[config.mk]
export PLATFORM = sky130hd
export DESIGN_NAME = lcell_top
export DESIGN_NICKNAME = d
export VERILOG_FILES = /design/src/rtl/lcell_pkg.sv /design/src/rtl/lcell_cfg_chain.sv /design/src/rtl/lcell_lut.sv /design/src/rtl/lcell_out_stage.sv /design/src/rtl/lcell_top.sv
export SDC_FILE = /design/constraint.sdc
export NUM_CORES = 1
export LEC_CHECK = 0
export ABC_AREA = 1
export CORE_MARGIN = 5
export CORE_UTILIZATION = 35
export CTS_CLUSTER_SIZE = 12
export DETAILED_ROUTE_END_ITERATION = 8
export SLEW_MARGIN = 20
export SYNTH_ARGS = -nofsm -noshare
export SYNTH_HDL_FRONTEND = slang
export SYNTH_HIERARCHICAL = 1
export SYNTH_SLANG_ARGS = --single-unit
export TNS_END_PERCENT = 10
[constraint.sdc]
create_clock -name clk -period 1.8 [get_ports clk]
set_clock_uncertainty 0.15 [all_clocks]
set_input_delay 0.36 -clock clk [delete_from_list [all_inputs] [get_ports clk]]
set_output_delay 0.36 -clock clk [all_outputs]
set_load 0.005 [all_outputs]
[src/rtl/lcell_pkg.sv]
package lcell_pkg;
  // default number of address bits of each main lookup table
  localparam int unsigned LUT_K_DEF = 4;
  // the combiner looks at F, G and the extra select input
  localparam int unsigned COMB_K = 3;

  typedef enum logic {
    SRC_LUT  = 1'b0,
    SRC_COMB = 1'b1
  } src_sel_e;
endpackage

[src/rtl/lcell_cfg_chain.sv]
module lcell_cfg_chain #(
  parameter int unsigned W = 42
) (
  input  logic         clk,
  input  logic         rst_n,
  input  logic         shift_en,
  input  logic         bit_in,
  output logic [W-1:0] cfg
);
  // new bit enters at the top; after W beats the first bit rests at index 0
  always_ff @(posedge clk or negedge rst_n) begin
    if (!rst_n)        cfg <= '0;
    else if (shift_en) cfg <= {bit_in, cfg[W-1:1]};
  end
endmodule

[src/rtl/lcell_lut.sv]
module lcell_lut #(
  parameter int unsigned K = 4,
  localparam int unsigned DEPTH = 1 << K
) (
  input  logic [DEPTH-1:0] tab,
  input  logic [K-1:0]     sel,
  output logic             o
);
  assign o = tab[sel];
endmodule

[src/rtl/lcell_out_stage.sv]
module lcell_out_stage
  import lcell_pkg::*;
(
  input  logic     clk,
  input  logic     rst_n,
  input  logic     ce,
  input  logic     f_o,
  input  logic     g_o,
  input  logic     h_o,
  input  src_sel_e x_src,
  input  src_sel_e y_src,
  output logic     x,
  output logic     y,
  output logic     xq,
  output logic     yq
);
  localparam int unsigned NCH = 2;

  logic     [NCH-1:0] own_v;
  src_sel_e           src [NCH];
  logic     [NCH-1:0] comb_v;
  logic     [NCH-1:0] q_v;

  assign own_v  = {g_o, f_o};
  assign src[0] = x_src;
  assign src[1] = y_src;

  for (genvar i = 0; i < NCH; i++) begin : g_ch
    assign comb_v[i] = (src[i] == SRC_COMB) ? h_o : own_v[i];

    always_ff @(posedge clk or negedge rst_n) begin
      if (!rst_n)  q_v[i] <= 1'b0;
      else if (ce) q_v[i] <= comb_v[i];
    end
  end

  assign x  = comb_v[0];
  assign y  = comb_v[1];
  assign xq = q_v[0];
  assign yq = q_v[1];
endmodule

[src/rtl/lcell_top.sv]
module lcell_top
  import lcell_pkg::*;
#(
  parameter int unsigned LUT_K = LUT_K_DEF
) (
  input  logic             clk,
  input  logic             rst_n,
  input  logic             cfg_valid,
  input  logic             cfg_data,
  output logic             cfg_ready,
  input  logic [LUT_K-1:0] f_in,
  input  logic [LUT_K-1:0] g_in,
  input  logic             h1,
  input  logic             ce,
  output logic             x,
  output logic             y,
  output logic             xq,
  output logic             yq
);
  localparam int unsigned TAB_W  = 1 << LUT_K;
  localparam int unsigned H_W    = 1 << COMB_K;
  localparam int unsigned H_LO   = 2 * TAB_W;
  localparam int unsigned XS_BIT = H_LO + H_W;
  localparam int unsigned YS_BIT = XS_BIT + 1;
  localparam int unsigned CFG_W  = YS_BIT + 1;
  localparam int unsigned NLUT   = 2;

  logic [CFG_W-1:0] cfg_q;
  logic [NLUT-1:0]  lut_o;
  logic [LUT_K-1:0] lut_sel [NLUT];
  logic             h_o;

  // the chain can take a bit every cycle, so it never stalls the producer
  assign cfg_ready = 1'b1;

  lcell_cfg_chain #(.W(CFG_W)) u_chain (
    .clk      (clk),
    .rst_n    (rst_n),
    .shift_en (cfg_valid & cfg_ready),
    .bit_in   (cfg_data),
    .cfg      (cfg_q)
  );

  assign lut_sel[0] = f_in;
  assign lut_sel[1] = g_in;

  // F table occupies the low slice, G the next one
  for (genvar i = 0; i < NLUT; i++) begin : g_lut
    lcell_lut #(.K(LUT_K)) u_lut (
      .tab (cfg_q[i*TAB_W +: TAB_W]),
      .sel (lut_sel[i]),
      .o   (lut_o[i])
    );
  end

  lcell_lut #(.K(COMB_K)) u_comb (
    .tab (cfg_q[H_LO +: H_W]),
    .sel ({h1, lut_o[1], lut_o[0]}),
    .o   (h_o)
  );

  lcell_out_stage u_out (
    .clk   (clk),
    .rst_n (rst_n),
    .ce    (ce),
    .f_o   (lut_o[0]),
    .g_o   (lut_o[1]),
    .h_o   (h_o),
    .x_src (src_sel_e'(cfg_q[XS_BIT])),
    .y_src (src_sel_e'(cfg_q[YS_BIT])),
    .x     (x),
    .y     (y),
    .xq    (xq),
    .yq    (yq)
  );
endmodule

## After elaboration in Yosys (flattened, before gate mapping)

Index checks and enable logic that the tools add are counted.

- Word-level logic and storage cells: 14
- Bits in registers: 44
- Output and inout port bits: 5
- Input bits: 14

- Multiplexer cells: 8
- Magnitude comparators: 3

Operator list:

| operator | number |
|---|---|
| less-than comparator 4 x 5 -> 1 bit, second input constant | 2 |
| binary-select mux 1 bit (select 4 bit) | 2 |
| two-way mux 1 bit | 5 |
| less-than comparator 3 x 4 -> 1 bit, second input constant | 1 |
| binary-select mux 1 bit (select 3 bit) | 1 |

## Longest topological paths before layout

- Word-level depth: 5
- Depth in mapped cells: 18
- Gate-level depth less buffers: 17

## Modules after synthesis

Netlist, hierarchy kept.

By module, submodules not included:

| module | instances | area an instance (µm²) | cells an instance | seq. area each (µm²) |
|---|---|---|---|---|
| lcell_cfg_chain | 1 | 1692.9 | 178 | 1051.0 |
| lcell_lut (g_lut[0].u_lut ...) | 2 | 230.2 | 50 | 0.0 |
| lcell_out_stage | 1 | 130.1 | 20 | 50.0 |
| lcell_lut (u_comb) | 1 | 110.1 | 28 | 0.0 |
| lcell_top | 1 | 11.3 | 2 | 0.0 |

## Worst setup path before layout

OpenSTA, ideal clock, no wires.

- Path type: input to output
- Start: input f_in[0]
- End: output x
- Setup slack: -0.189 ns
- Arrival time: 1.479 ns
- Required time: 1.290 ns
- Path buffers: 1
- Stages on the path: 16
- Cell sequence: buf_6 -> inv_8 -> nand2_2 -> nand3_1 -> nand3_1 -> nand3_1 -> nand2_1 -> inv_2 -> nand2_1 -> nand3_1 -> nand2_1 -> nand2_1 -> nand2_1 -> inv_2 -> nand2_1 -> and2_1

- Cells in the longest elaborated chain, start to end: 5

Ends and longest elaborated chain:

| item | line | text |
|---|---|---|
| start, declared | lcell_top.sv:11 | `input logic [LUT_K-1:0] f_in,` |
| binary-select mux 1 bit (select 4 bit) | lcell_lut.sv:9 | `assign o = tab[sel];` |
| two-way mux 1 bit (implied by the code) | lcell_lut.sv:9 |  |
| named net lut_o[0] | lcell_top.sv:29 | `logic [NLUT-1:0] lut_o;` |
| binary-select mux 1 bit (select 3 bit) | lcell_lut.sv:9 |  |
| two-way mux 1 bit (implied by the code) | lcell_lut.sv:9 |  |
| named net h_o | lcell_top.sv:31 | `logic h_o;` |
| two-way mux 1 bit | lcell_out_stage.sv:29 | `assign comb_v[i] = (src[i] == SRC_COMB) ? h_o : own_v[i];` |
| end, declared | lcell_top.sv:15 | `output logic x,` |

The timed path passes the listed nets, and every way through them passes these cells. The select of a mux whose other input is x is not followed.

## Worst setup path after layout

- Start: input f_in[1]
- End: output x

The elaborated chain is that of the path after synthesis.

==> results.md <==
- The run finished, with violations left.
- The checks that failed: negative setup slack.
- In the post-route analysis, the smallest setup slack over all paths is -644 ps.
- The later-pin clock latency in the skew report is 300 ps.
- The data required time of the critical path is 1290 ps.
- After detailed routing, the average wire length per cell comes to 11.3 microns.
- The total clock sinks is 44.
- The highest cell delay on the worst timing path is 330 ps.
- The average cell area after synthesis is 7.33 sq um.
- In the routed layout, each cell is associated on average with a via count of 4.39.
- The worst register-to-register path ends at u_out/yq.
- The cell that appears most often on the critical path is sky130_fd_sc_hd__nand2_1.
- In this run, the number of DRC markers left after iteration 0 of detailed routing was 126.
- The type of destination of the critical path is an output pin.
- The die width is 92.9 microns.
- The top-level port count is 19.
- The standard cell core area is 6760 sq um.
- Once detailed placement completed, the half-perimeter wirelength came to 3.37 mm.
- The number of antenna violations at the first check in global routing came to 0.
- The congestion estimate from routability-driven global placement came to 0.862.
- The synthesized instance count is 328.
- The number of diodes added for antenna fixing is 0.
- The startpoint identified for the worst hold timing path is u_out/yq.
- The portion of the post-synthesis area used by sequential elements is 0.458.
- The number of buffers on the longest clock path is 2.
- Across all hold checks on the routed design, the worst slack comes to 341 ps.
- Data arrives at the worst endpoint at 1930 ps.
- Yosys mapped the design onto 12 distinct sky130hd cell types.
- Entering global routing, the biggest net connects 45 pins.
- The most common cell after layout, fill and taps aside is sky130_fd_sc_hd__nand2_1.
- The final critical-path required period is 2440 ps.
- The floorplan step defined a die boundary enclosing 8630 sq um.
- Summing every instance area after synthesis gives 2400 sq um.
- The die is 92.9 microns tall.
- TritonCTS built the clock tree.
- The max-capacitance violation count is 0.
- The initial utilization of the core area, before any placement, comes to 0.356.
- In this run the number of H-tree levels came out at 2.
- The power density over cell area is 787 nW/um^2.
- The number of storage elements in the synthesis netlist is 44.
- The number of slew-limit violations in the final report came to 0.
- Setup violations remaining at the end of the flow were counted as 2.
- The worst setup path is of the primary input to output pin kind.
- Clock-pin slew was measured on the worst setup and hold paths at 80 ps.
- The first-pass GRT wire length is 9.42 mm.
- During synthesis, Yosys emitted a total of 6 warnings.
- TritonCTS created 5 clock buffers.
- The number of nets in the synthesized netlist is 342.
- The top cell types in the final layout, fill and taps aside, are sky130_fd_sc_hd__nand2_1 (150), sky130_fd_sc_hd__buf_4 (48), sky130_fd_sc_hd__dfrtp_1 (44).
- The maximum resistive drop on vdd is 464 uV.
- Summed over all layers, the routed wires come to 5.36 mm.
- The number of placement rows is 30.
- In the final design database the tool counted 409 nets.
- The number of DRC violations after detailed routing is 0.
- Across every metal layer, demand over resource in global routing totals 0.134.
- The slowest stage of the critical path belongs to the cell sky130_fd_sc_hd__dlygate4sd2_1.
- The number of cells on the worst reg-to-reg path is 16.
- The number of cells on the worst hold path is 2.
- The share of the clock period used by the worst path after layout is 1.36.
- The antenna violation net count after detailed routing is 0.
- From synthesis to final layout, the design area changed by 30.8%.
- The worst register-to-register path begins at u_chain/cfg[7].
- In this run the register-to-register setup slack is 70 ps.
- The total count of hold-check failures in the final report is 0.
- Of all nets on the critical path, the largest fanout is 6.
- The via count of the first global-routing pass is 2125.
- The detailed-router iteration count before antenna repair is 4.
- The classification of the worst-slack hold path is flip-flop to flip-flop.
- The total overflow left after global routing is 0.
- For this run, the top clock speed supported by timing is 409 MHz.
- For hold timing, the worst endpoint is u_out/yq.
- In this run the static leakage power is 1.79 nW.
- For this run, the share of the core covered by cells in the final layout is 0.466.
- Setup repair after global routing could not meet its margin everywhere.
- The most critical setup path has its startpoint at f_in[1].
- CTS placed an instance of sky130_fd_sc_hd__clkbuf_8 at the clock tree root.
- The fraction of final layout cells with drive strength greater than 1 is 0.321.
- Port buffering added 17 buffers.
- STA classifies the critical path startpoint as a primary input.
- The signal on the critical path passes through dlygate4sd2_1 > inv_2 > nand3_1 > nand3_1 > nand3_2 > nand2_4 > inv_4 > nand2_1 > nand3_1 > nand2_1 > nand2_1 > nand2_1 > inv_2 > nand2_2 > and2_1 > buf_2.
- The via count of the routed design is 2092.
==> through the flow <==
stage,setup TNS (ps),instance area (sq um),worst slack [ps],power [mW],cells
6_report,-1280,3150,-644,2.48,476
5_1_grt,-1640,3150,-757,2.65,476
4_1_cts,-1170,3050,-589,2.48,472
3_5_place_dp,-3660,2910,-1300,1.80,459
3_3_place_gp,-3440,2910,-1220,1.79,459
2_1_floorplan,-279,2420,-139,1.51,328
==> flip-flops by register name (all words and copies together), names as in the netlist <==
| register | cells |
|---|---|
| u_chain/cfg | 42 |
| u_out/xq | 1 |
| u_out/yq | 1 |
==> what timing repair did <==
item,4_1_cts,5_1_grt
gates cloned,1,1
hold endpoints to repair,44,0
gates resized for setup,25,17
pin swaps,10,8
hold buffers,1,0
setup buffers,3,3
endpoints found under the setup margin,4,4
==> power breakdown <==
group          internal, mW  switching (mW)
Clock                 0.312           0.343
Combinational         0.324           0.327
Sequential             1.10          0.0705
Total                  1.74           0.741
==> cell families (layout without fill, tap and decap cells) <==
kind of cell	Yosys count	count (layout)	synth area share
AND/OR/NAND/NOR	221	221	0.396
buffers and inverters	62	130	0.145
flip-flops	44	44	0.458
other	1	1	0.00156
==> area by class of cell <==
| cell class | instances | area (sq um) |
|---|---|---|
| repair buffers | 72 | 604 |
| clock buffers | 7 | 86.3 |
| fillers | 691 | 3610 |
| flip-flops and latches | 44 | 1100 |
| multi-input cells | 222 | 1030 |
| clock inverters | 1 | 7.51 |
| well taps | 80 | 100 |
| inverters | 50 | 218 |
==> cell usage after synthesis <==
| cell type | number | area share |
|---|---|---|
| sky130_fd_sc_hd__nand2_1 | 157 | 0.25 |
| sky130_fd_sc_hd__buf_12 | 2 | 0.017 |
| sky130_fd_sc_hd__inv_8 | 3 | 0.014 |
| sky130_fd_sc_hd__conb_1 | 1 | 0.0016 |
| sky130_fd_sc_hd__and2_1 | 2 | 0.0052 |
| sky130_fd_sc_hd__buf_6 | 6 | 0.028 |
| sky130_fd_sc_hd__dfrtp_1 | 44 | 0.46 |
| sky130_fd_sc_hd__nand2_2 | 32 | 0.083 |
| sky130_fd_sc_hd__nand3_1 | 30 | 0.062 |
| sky130_fd_sc_hd__buf_4 | 4 | 0.012 |
| sky130_fd_sc_hd__inv_1 | 41 | 0.064 |
| sky130_fd_sc_hd__inv_2 | 6 | 0.0094 |
==> worst max-delay path by stage <==
stage | slack, ps | depth (start not counted) | end
2_1_floorplan | -140 | 17 | x
3_3_place_gp | -1220 | 18 | x
3_5_place_dp | -1300 | 18 | x
4_1_cts | -590 | 16 | x
5_1_grt | -760 | 16 | y
6_report | -640 | 16 | x
==> critical path: cells and delay by family <==
kind	cells	cell delay, ps
simple gates	11	880
buf+inv	5	700
==> metal layers <==
layer / GRT usage / wire, microns / vias to the layer above / part of all wire
li1: - / - / 1093 / -
met1: 0.174 / 2550 / 971 / 0.48
met2: 0.225 / 2590 / 21 / 0.48
met3: 0.0276 / 147 / 7 / 0.027
met4: 0.0379 / 68 / 0 / 0.013
met5: 0 / 0 / - / 0
No activity file was read; power rests on OpenSTA's default activity.
